===== config.mk =====
export PLATFORM = sky130hd
export DESIGN_NAME = usbh_bus_seq
export DESIGN_NICKNAME = d
export VERILOG_FILES = /design/src/rtl/bseq_pkg.sv /design/src/rtl/bseq_cmd.sv /design/src/rtl/bseq_frame.sv /design/src/rtl/bseq_wake.sv /design/src/rtl/bseq_drive.sv /design/src/rtl/usbh_bus_seq.sv
export SDC_FILE = /design/constraint.sdc
export NUM_CORES = 1
export LEC_CHECK = 0
export BUFFER_PORTS_ARGS = -buffer_cell sky130_fd_sc_hd__buf_2
export CAP_MARGIN = 0
export CORE_MARGIN = 5
export CORE_UTILIZATION = 56
export DETAILED_ROUTE_END_ITERATION = 10
export PLACE_DENSITY = 0.78
export SLEW_MARGIN = 40
export SYNTH_ARGS = -nofsm -noshare
export SYNTH_HDL_FRONTEND = slang
export SYNTH_SLANG_ARGS = --single-unit

===== constraint.sdc =====
create_clock -name clk -period 2.8 [get_ports clk]
set_input_delay 0.28 -clock clk [delete_from_list [all_inputs] [get_ports clk]]
set_output_delay 0.28 -clock clk [all_outputs]
set_load 0.05 [all_outputs]

===== src/rtl/bseq_pkg.sv =====
package bseq_pkg;

  typedef enum logic [1:0] {
    ST_RESET  = 2'b00,
    ST_RESUME = 2'b01,
    ST_OPER   = 2'b10,
    ST_SUSP   = 2'b11
  } bus_st_e;

  typedef struct packed {
    logic en;
    logic dp;
    logic dm;
  } line_drv_t;

  localparam line_drv_t DRV_IDLE = '{en: 1'b0, dp: 1'b0, dm: 1'b0};
  localparam line_drv_t DRV_SE0  = '{en: 1'b1, dp: 1'b0, dm: 1'b0};
  localparam line_drv_t DRV_K    = '{en: 1'b1, dp: 1'b0, dm: 1'b1};

  // Drive pattern a steady state asks for, before any end-of-resume override
  function automatic line_drv_t state_drive(input bus_st_e st);
    case (st)
      ST_RESET:  state_drive = DRV_SE0;
      ST_RESUME: state_drive = DRV_K;
      default:   state_drive = DRV_IDLE;
    endcase
  endfunction

endpackage


===== src/rtl/bseq_cmd.sv =====
module bseq_cmd
  import bseq_pkg::*;
(
  input  logic       clk,
  input  logic       rst_n,
  input  logic       bit_tick,
  input  logic       cfg_wr,
  input  logic       cfg_addr,
  input  logic [1:0] cfg_wdata,
  output bus_st_e    state,
  output bus_st_e    next_state,
  output logic       apply_evt,
  output logic       wake_ie,
  output logic       wake_clr
);

  logic    pend;
  bus_st_e pend_val;
  logic    wr_state;
  logic    wr_change;

  assign wr_state   = cfg_wr && !cfg_addr;
  assign wr_change  = wr_state && (bus_st_e'(cfg_wdata) != state);
  assign apply_evt  = bit_tick && pend;
  assign next_state = apply_evt ? pend_val : state;
  assign wake_clr   = cfg_wr && cfg_addr && cfg_wdata[0];

  always_ff @(posedge clk or negedge rst_n) begin
    if (!rst_n) begin
      state    <= ST_RESET;
      pend     <= 1'b0;
      pend_val <= ST_RESET;
      wake_ie  <= 1'b0;
    end else begin
      if (apply_evt) begin
        state <= pend_val;
        pend  <= 1'b0;
      end
      if (wr_change) begin
        pend     <= 1'b1;
        pend_val <= bus_st_e'(cfg_wdata);
      end
      if (cfg_wr && cfg_addr) begin
        wake_ie <= cfg_wdata[1];
      end
    end
  end

endmodule


===== src/rtl/bseq_frame.sv =====
module bseq_frame
  import bseq_pkg::*;
#(
  parameter int FRAME_BITS = 12000,
  parameter int FN_W       = 16
) (
  input  logic            clk,
  input  logic            rst_n,
  input  logic            bit_tick,
  input  bus_st_e         state,
  input  bus_st_e         next_state,
  input  logic            apply_evt,
  output logic            sof_req,
  output logic [FN_W-1:0] frame_num,
  output logic            frame_end
);

  localparam int CW = (FRAME_BITS > 1) ? $clog2(FRAME_BITS) : 1;
  localparam logic [CW-1:0] LAST = CW'(FRAME_BITS - 1);

  logic [CW-1:0] bit_cnt;
  logic          entering;

  function automatic logic [FN_W-1:0] fn_inc(input logic [FN_W-1:0] v);
    fn_inc = v + FN_W'(1);
  endfunction

  assign entering  = apply_evt && (next_state == ST_OPER);
  assign frame_end = bit_tick && (state == ST_OPER) && (bit_cnt == LAST);

  always_ff @(posedge clk or negedge rst_n) begin
    if (!rst_n) begin
      bit_cnt   <= '0;
      sof_req   <= 1'b0;
      frame_num <= '0;
    end else begin
      sof_req <= 1'b0;
      if (entering) begin
        bit_cnt <= '0;
      end else if (bit_tick && state == ST_OPER) begin
        if (frame_end) begin
          bit_cnt <= '0;
          if (next_state == ST_OPER) begin
            sof_req   <= 1'b1;
            frame_num <= fn_inc(frame_num);
          end
        end else begin
          bit_cnt <= bit_cnt + CW'(1);
        end
      end
    end
  end

endmodule


===== src/rtl/bseq_wake.sv =====
module bseq_wake
  import bseq_pkg::*;
#(
  parameter int WAKE_BITS = 2
) (
  input  logic    clk,
  input  logic    rst_n,
  input  logic    bit_tick,
  input  bus_st_e state,
  input  logic    line_j,
  input  logic    line_k,
  input  logic    line_se0,
  input  logic    wake_clr,
  output logic    wake_flag,
  output logic    wake_set
);

  localparam int RW = $clog2(WAKE_BITS + 1);
  localparam logic [RW-1:0] RUN_MAX = RW'(WAKE_BITS);

  logic [RW-1:0] run;
  logic          k_seen;

  function automatic logic [RW-1:0] sat_inc(input logic [RW-1:0] v);
    sat_inc = (v == RUN_MAX) ? v : v + RW'(1);
  endfunction

  assign k_seen   = line_k && !line_j && !line_se0;
  assign wake_set = bit_tick && (state == ST_SUSP) && k_seen
                    && (sat_inc(run) == RUN_MAX);

  always_ff @(posedge clk or negedge rst_n) begin
    if (!rst_n) begin
      run       <= '0;
      wake_flag <= 1'b0;
    end else begin
      if (state != ST_SUSP) begin
        run <= '0;
      end else if (bit_tick) begin
        run <= k_seen ? sat_inc(run) : '0;
      end
      if (wake_set) begin
        wake_flag <= 1'b1;
      end else if (wake_clr) begin
        wake_flag <= 1'b0;
      end
    end
  end

endmodule


===== src/rtl/bseq_drive.sv =====
module bseq_drive
  import bseq_pkg::*;
#(
  parameter int EOR_BITS = 2
) (
  input  logic      clk,
  input  logic      rst_n,
  input  logic      bit_tick,
  input  bus_st_e   state,
  input  logic      apply_evt,
  output line_drv_t drv,
  output logic      eor_busy
);

  localparam int EW = $clog2(EOR_BITS + 1);

  logic [EW-1:0] eor_cnt;

  assign eor_busy = (eor_cnt != '0);
  assign drv      = eor_busy ? DRV_SE0 : state_drive(state);

  always_ff @(posedge clk or negedge rst_n) begin
    if (!rst_n) begin
      eor_cnt <= '0;
    end else if (apply_evt && state == ST_RESUME) begin
      eor_cnt <= EW'(EOR_BITS);
    end else if (bit_tick && eor_busy) begin
      eor_cnt <= eor_cnt - EW'(1);
    end
  end

endmodule


===== src/rtl/usbh_bus_seq.sv =====
module usbh_bus_seq
  import bseq_pkg::*;
#(
  parameter int FRAME_BITS = 12000,
  parameter int FN_W       = 16,
  parameter int WAKE_BITS  = 2,
  parameter int EOR_BITS   = 2
) (
  input  logic            clk,
  input  logic            rst_n,
  input  logic            bit_tick,
  input  logic            cfg_wr,
  input  logic            cfg_addr,
  input  logic [1:0]      cfg_wdata,
  output logic [1:0]      cfg_rdata,
  input  logic            line_j,
  input  logic            line_k,
  input  logic            line_se0,
  output logic            drv_en,
  output logic            drv_dp,
  output logic            drv_dm,
  output logic            sof_req,
  output logic [FN_W-1:0] frame_num,
  output logic            wake_irq
);

  bus_st_e   state;
  bus_st_e   next_state;
  logic      apply_evt;
  logic      wake_ie;
  logic      wake_clr;
  logic      wake_flag;
  logic      wake_set;
  logic      frame_end;
  logic      eor_busy;
  line_drv_t drv;

  bseq_cmd u_cmd (
    .clk(clk), .rst_n(rst_n), .bit_tick(bit_tick),
    .cfg_wr(cfg_wr), .cfg_addr(cfg_addr), .cfg_wdata(cfg_wdata),
    .state(state), .next_state(next_state), .apply_evt(apply_evt),
    .wake_ie(wake_ie), .wake_clr(wake_clr)
  );

  bseq_frame #(.FRAME_BITS(FRAME_BITS), .FN_W(FN_W)) u_frame (
    .clk(clk), .rst_n(rst_n), .bit_tick(bit_tick),
    .state(state), .next_state(next_state), .apply_evt(apply_evt),
    .sof_req(sof_req), .frame_num(frame_num), .frame_end(frame_end)
  );

  bseq_wake #(.WAKE_BITS(WAKE_BITS)) u_wake (
    .clk(clk), .rst_n(rst_n), .bit_tick(bit_tick), .state(state),
    .line_j(line_j), .line_k(line_k), .line_se0(line_se0),
    .wake_clr(wake_clr), .wake_flag(wake_flag), .wake_set(wake_set)
  );

  bseq_drive #(.EOR_BITS(EOR_BITS)) u_drive (
    .clk(clk), .rst_n(rst_n), .bit_tick(bit_tick),
    .state(state), .apply_evt(apply_evt),
    .drv(drv), .eor_busy(eor_busy)
  );

  assign drv_en    = drv.en;
  assign drv_dp    = drv.dp;
  assign drv_dm    = drv.dm;
  assign wake_irq  = wake_flag && wake_ie;
  assign cfg_rdata = cfg_addr ? {wake_ie, wake_flag} : state;

endmodule


# --- Word-level counts from Yosys, hierarchy flattened ---
# Index checks and enable logic that the tools add are counted.
word_totals:
  latch_bits: 0
  rom_bits: 0
  ram_bits: 0
  input_bits: 10
  elab_cells: 72
  mem_count: 0
  reg_bits: 42
classes:
  reduce_logical: 27
  n_mul: 0
  shift: 0
  eq_ne: 9
  order_cmp: 0
  mux: 21
  div: 0
  add_sub_neg: 4
  n_bitwise: 1
op_table:
  columns: ["op", "n"]
  rows:
  - ["2-to-1 mux 14 bit", 3]
  - ["adder 16 x 1 -> 16 bit, second input constant", 1]
  - ["logical AND 1 bit", 16]
  - ["2-to-1 mux 2 bit", 8]
  - ["adder 14 x 1 -> 14 bit, second input constant", 1]
  - ["equality test 14 bit, second input constant", 1]
  - ["nonzero test 2 bit", 6]
  - ["equality test 2 bit, second input constant", 5]
  - ["2-to-1 mux 1 bit", 8]
  - ["case mux 3 bit (2 select lines)", 1]
  - ["AND reduction 4 bit", 1]
  - ["zero test 1 bit", 3]
  - ["2-to-1 mux 3 bit", 1]
  - ["adder 2 x 1 -> 2 bit, second input constant", 1]
  - ["equality test 2 x 1 -> 1 bit, second input constant", 1]
  - ["zero test 2 bit", 1]
  - ["inequality test 2 bit", 1]
  - ["inequality test 2 bit, second input constant", 1]
  - ["subtractor 2 x 1 -> 2 bit, second input constant", 1]
  - ["inverter 1 bit", 1]

# --- Depth between registers and ports, before layout ---
# Gate-level depths: netlist of the first run.
depth:
  ltp_word: 7
  ltp_mapped: 7

# --- Cells and area by module ---
# A second synthesis of the first run with hierarchy kept.
unflattened:
  hier_cells: 206
  area_unflattened_um2: 2172.1
modules_own_cells:
  columns: ["mod", "area_per_inst_um2", "seq_area_each_um2", "cells_each", "n_inst"]
  rows:
  - ["bseq_frame", 1574.0, 775.7, 149, 1]
  - ["bseq_cmd", 266.5, 150.1, 21, 1]
  - ["bseq_wake", 157.7, 75.1, 16, 1]
  - ["bseq_drive", 145.1, 50.0, 17, 1]
  - ["usbh_bus_seq", 28.8, 0.0, 3, 1]

# --- Worst setup path after synthesis of the first run ---
# OpenSTA, ideal clock, no wires.
synth_timing:
  path_kind: "reg2out"
  start: "register u_drive.eor_cnt[0]"
  end: "output port drv_dm"
  slack_ns: 0.703
  stages_incl_launch_ff: 5
  arrival_time_ns: 1.817
  path_cell_list: "dfrtp_1 -> inv_1 -> ha_1 -> inv_1 -> nor3b_1"
synth_via:
  elab_chain_cells: 2
synth_lines:
  columns: ["element", "line", "source"]
  rows:
  - ["start, declared", "bseq_drive.sv:17", "logic [EW-1:0] eor_cnt;"]
  - ["start signal, assigned", "bseq_drive.sv:26", "eor_cnt <= EW'(EOR_BITS);"]
  - ["start signal, assigned", "bseq_drive.sv:28", "eor_cnt <= eor_cnt - EW'(1);"]
  - ["nonzero test 2 bit", "bseq_drive.sv:19", "assign eor_busy = (eor_cnt != '0);"]
  - ["2-to-1 mux 3 bit", "bseq_drive.sv:20", "assign drv = eor_busy ? DRV_SE0 : state_drive(state);"]
  - ["end, declared", "usbh_bus_seq.sv:21", "output logic drv_dm,"]
# Every way passes these cells.

# --- Worst setup path in the final report of the first run ---
layout_timing:
  start: "register u_frame.bit_cnt[0]"
  end: "register u_frame.frame_num[1]"
layout_via:
  elab_chain_cells: 3
layout_lines:
  columns: ["element", "line", "source"]
  rows:
  - ["start, declared", "bseq_frame.sv:21", "logic [CW-1:0] bit_cnt;"]
  - ["start signal, assigned", "bseq_frame.sv:48", "bit_cnt <= bit_cnt + CW'(1);"]
  - ["equality test 14 bit", "bseq_frame.sv:29", "assign frame_end = bit_tick && (state == ST_OPER) && (bit_cnt == LAST);"]
  - ["logical AND 1 bit", "bseq_frame.sv:29", null]
  - ["AND reduction 4 bit (no source line)", null, null]
  - ["end signal, assigned", "bseq_frame.sv:45", "frame_num <= fn_inc(frame_num);"]
  - ["end, declared", "bseq_frame.sv:14", "output logic [FN_W-1:0] frame_num,"]
# Every way passes these cells.
# A chain may end at the register's enable or synchronous reset.

==> results of run 1 <==
[sequential cells by signal, indices dropped and copies added, names as in the netlist, 2 cells and up]
register	cells
u_cmd.pend_val	2
u_cmd.state	2
u_drive.eor_cnt	2
u_frame.bit_cnt	14
u_frame.frame_num	16
u_wake.run	2
[layout by cell type, fill, tap and decap left out, types with 9 or more instances in the layout]
master	count
sky130_fd_sc_hd__dfrtp_1	42
sky130_fd_sc_hd__buf_2	30
sky130_fd_sc_hd__nand2_1	20
sky130_fd_sc_hd__nand3_1	18
sky130_fd_sc_hd__nor3_1	15
sky130_fd_sc_hd__a31oi_1	13
sky130_fd_sc_hd__inv_1	11
sky130_fd_sc_hd__nor2_1	10
sky130_fd_sc_hd__xnor2_1	9
[logic make-up after synthesis]
group	Yosys count
buf+inv	22
fa+ha+maj	4
compound gates	32
other cells	1
mux	8
flops	42
xor+xnor	17
simple gates	104
[worst max-delay path, stage by stage (launching register included)]
cell and delay, ps:
sky130_fd_sc_hd__dfrtp_1 390, sky130_fd_sc_hd__ha_1 270, sky130_fd_sc_hd__nand3_4 130, sky130_fd_sc_hd__or4_4 730, sky130_fd_sc_hd__nor3_1 320, sky130_fd_sc_hd__mux2_2 370
[layout make-up]
class	count	area (µm²)
repair buffers	34	183
flip-flops and latches	42	1050
fillers	350	1400
inverters	11	41.3
clock buffers	5	68.8
multi-input cells	166	1100
clock inverters	3	40.0
well taps	50	62.6
[power by group]
group          total (W)  internal (W)  switching (W)
logic           0.000395      0.000153       0.000242
registers       0.000766      0.000675      0.0000903
clock network   0.000466      0.000262       0.000203
[metrics by stage]
step	utilization	hold slack [ps]	setup slack (ps)	total power [W]	std cells
2_1_floorplan	-	-15.6	703	0.00107	230
3_5_place_dp	0.615	293	481	0.00117	302
4_1_cts	0.645	246	465	0.00165	311
5_1_grt	0.645	256	326	0.00174	311
6_report	0.645	257	473	0.00163	311
3_3_place_gp	0.614	452	549	0.00116	302
[final timing paths]
check                                        end  depth (start not counted)
max                         u_frame.frame_num[1]                          5
min                            u_cmd.pend_val[1]                          2
max reg2reg                 u_frame.frame_num[1]                          5
min reg2reg                u_frame.frame_num[15]                          1
max in group asynchronous  u_frame.frame_num[11]                          2
min in group asynchronous   u_frame.frame_num[4]                          2
[timing repair]
item / in CTS / in global routing
hold buffers: 1 / 0
buffers inserted: 0 / 0
hold endpoints to repair: 42 / 0
[layer usage]
layer	wire, µm	global-route usage	part of all wire	vias to the layer above
li1	-	-	-	898
met1	1950	0.248	0.43	868
met2	2180	0.322	0.48	59
met3	297	0.0451	0.066	9
met4	83	0.0785	0.018	0
met5	0	0	0	-
==> impl_summary.md, run 1 <==
Status
The run finished with clean final reports.

Clock network
The number of levels the H-tree was split into is 2. The count of cells resized by post-cts repair is 0. The clock passes through at most 2 buffers. The clock transition at the registers of the reported paths is around 80 ps. The number of buffers inserted during clock tree synthesis is 5.

The CTS tree is yes. The later pin in the worst-skew pair is clocked with a latency of 290 ps. The total clock sinks is 42. The tree is rooted in a sky130_fd_sc_hd__clkbuf_8.

STA
Dividing the final minimum period by the clock period gives 0.831. Between clock sinks in the finished design, the worst skew comes to 5.94 ps. For the final routed database, the setup TNS stands at 0 ps. The final number of hold-violating endpoints was 0.

For the pin with the worst max-slew slack, the measured transition is between 500 and 600 ps. The top achievable clock speed is between 400 and 500 MHz. Setup repair after global routing left no endpoint under its margin. The setup-violating endpoint count in the final report is 0. In this run the tightest slew margin relative to its limit is 0.649. The shortest period the worst path allows is roughly 2300 ps.

The max-slew violation total from the final report was 0.

Hold path
The kind of path behind the tightest hold check is in -> reg. The critical hold path startpoint is cfg_wdata[1].

Synthesis
Yosys printed 0 warnings. The proportion of register bits with asynchronous set or reset after synthesis is 1.00. By count the netlist is led by sky130_fd_sc_hd__dfrtp_1, sky130_fd_sc_hd__nand2_1, sky130_fd_sc_hd__nand3_1, sky130_fd_sc_hd__nor3_1, sky130_fd_sc_hd__a31oi_1. The compound-gate portion of the synthesized area is 0.0909. The fraction of synthesized cell area in xor and xnor cells is 0.0663.

The synthesized design contains 42 register bits. The fraction of the mapped netlist area in simple logic gates is 0.268. Sorting the synthesized cells by area gives the leading types as sky130_fd_sc_hd__dfrtp_1, sky130_fd_sc_hd__nand3_1, sky130_fd_sc_hd__mux2_2. The multiplexer share of the synthesized area is 0.0401. The most common cell in the synthesized netlist is sky130_fd_sc_hd__dfrtp_1.

The main flop type after synthesis is sky130_fd_sc_hd__dfrtp_1. The share of the Yosys chip area taken by registers is 0.468. Of the post-synthesis cell area, the dominant cell type holds 0.468. The share of synthesized cell area in full adder, half adder and majority cells is 0.0223. The synthesized instance count is 230. The post-synthesis area per instance is just under 10 µm². After synthesis the cells add up to about 0.0022 mm².

The number of distinct standard cells referenced by the synthesized netlist is 41. Yosys mapped a number of flops with a built-in enable equal to 0. The number of nets handed over by synthesis was 244. The cell type with the highest aggregate area in the netlist is sky130_fd_sc_hd__dfrtp_1. The largest family of logic cells by synthesized area is simple AND/OR/NAND/NOR gates.

Detailed routing
The number of design-rule violations left by the first detailed-router iteration is 109. The detailed-router iteration count before antenna repair is 6. The remaining routing DRC violations is 0. The routed via count is about 1800. After detailed routing, the number of vias per cell comes to between 5 and 6. In this run the remaining antenna-violating nets after routing total 0.

The final layout contains routed wiring with a total length of 4.51 mm. The routed length per instance is between 10 and 15 µm.

Floorplan
In this run the core area contains 23 standard-cell rows. The die height is around 73 µm. The die covers between 0.005 and 0.006 mm². The initial utilization of the core area, before any placement, comes to 0.569. The floorplan step set the die width to between 70 and 80 µm. The count of boundary I/O pins is 33. The core area is approximately 0.004 mm².

Global route
The number of global-route vias before repair was 1864. The initial antenna violation count is 0. The first global-routing pass estimated between 8 and 9 mm of wire. Across every metal layer, demand over resource in global routing totals 0.195. The pin count of the biggest net entering global routing is between 40 and 50. For this run the aggregate overflow at the end of global routing stands at 0.

Place
The count of input and output buffers is 31. The placed standard-cell area is about 0.0024 mm². The last weighted congestion value of the routability-driven placer is 0.819. Detailed placement ended at an HPWL of between 3 and 4 mm.

Final layout
The repair_antennas step left the layout with diodes totalling 0. Of the cells placed in the final design, the portion with a size suffix greater than 1 is 0.203. The synthesis-to-finish area growth is 13.3%. In the final design database the tool counted approximately 270 nets. The finished layout cell area is between 0.002 and 0.003 mm².

Setup path
In this run the critical register-to-register path is launched from u_frame.bit_cnt[0]. The required time at the worst-slack endpoint is between 2000 and 3000 ps. The top fanout value on the critical path is 30. Setup slack on the worst reg-to-reg path comes out at approximately 470 ps.

The endpoint arrival time on the critical path is between 2000 and 3000 ps. By startpoint and endpoint, the worst setup path is classified as reg -> reg. The worst setup path is captured at a flop. STA classifies the critical path startpoint as a flop. The first element of the critical path is u_frame.bit_cnt[0].

Pwr
The maximum ir drop on the vdd rail is between 600 and 700 µV. Summed over all cells, the static leakage comes to 1.18 nW. Power spread over the standard cell area amounts to about 640 mW/mm².

Run
The number of maximum-capacitance constraint violations is 0.
Power figures use the tool's default switching activity.
==> inputs of run 2 (changes only) <==
--- a/config.mk
+++ b/config.mk
@@ -8,9 +8,9 @@
 export BUFFER_PORTS_ARGS = -buffer_cell sky130_fd_sc_hd__buf_2
 export CAP_MARGIN = 0
 export CORE_MARGIN = 5
-export CORE_UTILIZATION = 56
+export CORE_UTILIZATION = 51
 export DETAILED_ROUTE_END_ITERATION = 10
-export PLACE_DENSITY = 0.78
+export PLACE_DENSITY = 0.75
 export SLEW_MARGIN = 40
 export SYNTH_ARGS = -nofsm -noshare
 export SYNTH_HDL_FRONTEND = slang
==> constraint.sdc (replaced) <==
create_clock -name clk -period 2 [get_ports clk]
set_input_delay 0.2 -clock clk [delete_from_list [all_inputs] [get_ports clk]]
set_output_delay 0.2 -clock clk [all_outputs]
set_load 0.05 [all_outputs]
==> run 2 against run 1 <==
Sequential power rose by 36%; clock power grew 43%; sequential cell count did not move; fmax is 20% higher; via count is 3.5% higher; sequential share of layout area fell by 2.6 points; critical path depth is 1 higher.
==> impl_summary.md, run 2 (same netlist as run 1, synthesis figures left out) <==
Floorplan
The core area is between 0.004 and 0.005 mm². The count of boundary I/O pins is 33. The number of placement rows is 24. The area of the die is roughly 0.006 mm². In this run the vertical extent of the chip is 76.3 µm. The initial utilization of the core area, before any placement, comes to 0.519. The die outline width is 76.3 µm.

Final layout
The share of post-route cells with drive strength above 1 is 0.260. The finished layout cell area is roughly 0.0027 mm². Relative to the synthesized area, the layout overhead comes to 21.1%. The number of flip-flops in the largest register is 16. In the final layout, the registers with the most flip-flops are u_frame.frame_num (16), u_frame.bit_cnt (14).

At the end of the flow, the number of nets in the layout was 290. In the layout the commonest cells are sky130_fd_sc_hd__dfrtp_1, sky130_fd_sc_hd__buf_2, sky130_fd_sc_hd__nand2_1, sky130_fd_sc_hd__nand3_1, sky130_fd_sc_hd__buf_4. After the flow finishes, the layout carries non-filler instances totaling ~330. The register with the highest flop count is u_frame.frame_num.

The library cell used most frequently in the layout, excluding fill and tap cells, is sky130_fd_sc_hd__dfrtp_1. Measured on the finished design, the core utilization comes to 0.628. The repair_antennas step left the layout with diodes totalling 0.

STA
Derived from the worst setup path, the maximum achievable clock frequency is 518 MHz. In the finished design, the share of the clock period the worst path needs comes to 0.966. The max-slew violation total from the final report is 0. The shortest period the worst path allows is slightly below 2000 ps. The worst setup skew after layout is ~11 ps. The final number of hold-violating endpoints is 0.

The setup-violating endpoint count in the final report is 0.

Clock network
CTS built an H-tree with a depth of 2. The clock drives 42 sinks. The tree is rooted in a sky130_fd_sc_hd__clkbuf_8. The insertion delay to the later sink of the worst-skew pair is roughly 300 ps. The number of buffers inserted during clock tree synthesis is 5. TritonCTS built the clock tree. After clock tree synthesis, the clock-pin slew on the worst setup and hold paths is about 80 ps.

No sink is reached through more buffers than the 2 on the longest clock path.

Global route
The pin count of the biggest net entering global routing is 23. The number of global-route vias before repair is between 1500 and 2000. In the global route stage, overall resource usage came out at 0.177.

The initial antenna violation count is 0. The first global-routing pass estimated around 8.7 mm of wire. The total overflow left after global routing is 0.

Detailed routing
The remaining routing DRC violations is 0. The first detailed-routing pass ran for 4 iterations. The routed layout has 1899 vias.

After the first detailed-routing iteration, the DRC count stood at 133. The via density per instance is a little under 6. Dividing the detail-routed wire length by the instance count gives 14.7 µm. After detailed routing, the total wire length is around 4.9 mm.

The detail route stage leaves a number of antenna-violating nets equal to 0.

Setup path
The type of destination of the critical path is a flop. The worst setup path is launched from a flop. STA puts the critical path data required time at approximately 2200 ps. For the worst setup path, the data arrival time is about 2200 ps.

Of all nets on the critical path, the largest fanout is 20. The setup path with the least slack is of type reg -> reg.

Place
The placed instances occupy a cell area of 0.00255 mm². The last weighted congestion value of the routability-driven placer is 0.804. The count of input and output buffers is 31. The number of placed instances, taps included is between 300 and 400. The post-detailed-placement half-perimeter wirelength is between 3 and 4 mm.

Pwr
The maximum ir drop on the vdd rail is about 640 µV. For this design the ratio of total power to cell area is roughly 900 mW/mm². The static leakage is 1.26 nW.

Status
The flow ran to the end, and the final reports show no timing, DRC or antenna violations.

Run
Max-cap violations in this run came to 0.

Hold path
The kind of path behind the tightest hold check is in -> reg.
[run 2: cell types whose count changed in the layout (fill, tap and decap cells not counted), sizes merged]
cell,previous run,this run
clkinv,2,0
clkinvlp,0,1
clkbuf,5,6
buf,33,49
[run 2: path summary, 6_finish.rpt]
check / slack (ps) / start / cells past startpoint / endpoint
setup / recovery: 70 / u_frame.bit_cnt[1] / 6 / u_frame.frame_num[15]
hold / removal: 170 / cfg_wdata[1] / 2 / u_cmd.pend_val[1]
setup reg to reg: 70 / u_frame.bit_cnt[1] / 6 / u_frame.frame_num[15]
hold reg to reg: 470 / u_frame.frame_num[15] / 1 / u_frame.frame_num[15]
max in group asynchronous: 1110 / rst_n / 3 / u_frame.bit_cnt[3]
min in group asynchronous: 400 / rst_n / 2 / u_frame.frame_num[13]
[run 2: routing by layer]
metal | routed length [µm] | vias to the layer above | GRT usage
li1 | - | 931 | -
met1 | 2110 | 912 | 0.225
met2 | 2420 | 48 | 0.289
met3 | 248 | 8 | 0.0496
met4 | 64 | 0 | 0.0629
met5 | 0 | - | 0
[run 2: what timing repair did]
action / in CTS / in global routing
setup endpoints to repair: 1 / 8
gates resized for setup: 1 / 5
setup buffers: 0 / 1
hold buffers: 1 / 0
endpoints found under the hold margin: 21 / 0
cloned: 0 / 0
pin swaps: 0 / 0
[run 2: stage by stage]
step | worst slack [ps] | power [W] | hold slack (ps) | setup TNS, ps
CTS | -1.84 | 0.00238 | 170 | -1.84
finish | 68.2 | 0.00240 | 174 | 0
global route | -2.70 | 0.00254 | 181 | -2.70
global placement | 71.7 | 0.00170 | 192 | 0
floorplan | 10.4 | 0.00150 | -95.6 | 0
detailed placement | -31.9 | 0.00171 | 194 | -31.9
[run 2: area by class of cell]
type / instances / area (µm²)
inverter: 11 / 41.3
tap: 52 / 65.1
clock inverter: 2 / 37.5
timing repair buffer: 50 / 317
fill: 370 / 1610
clock buffer: 6 / 72.6
multi-input combinational: 166 / 1130
sequential: 42 / 1050
[run 2: where the power goes]
part           total, W  switching [W]  internal (W)
clock network  0.000668       0.000295      0.000372
logic          0.000685       0.000397      0.000288
registers       0.00104      0.0000978      0.000946
total           0.00240       0.000790       0.00161
[run 2: critical path: stages (launching register included)]
cell,delay (ps)
sky130_fd_sc_hd__dfrtp_1,410
sky130_fd_sc_hd__ha_4,170
sky130_fd_sc_hd__nand3_4,70
sky130_fd_sc_hd__or4_4,570
sky130_fd_sc_hd__buf_6,190
sky130_fd_sc_hd__nor4_2,280
sky130_fd_sc_hd__xor2_1,170
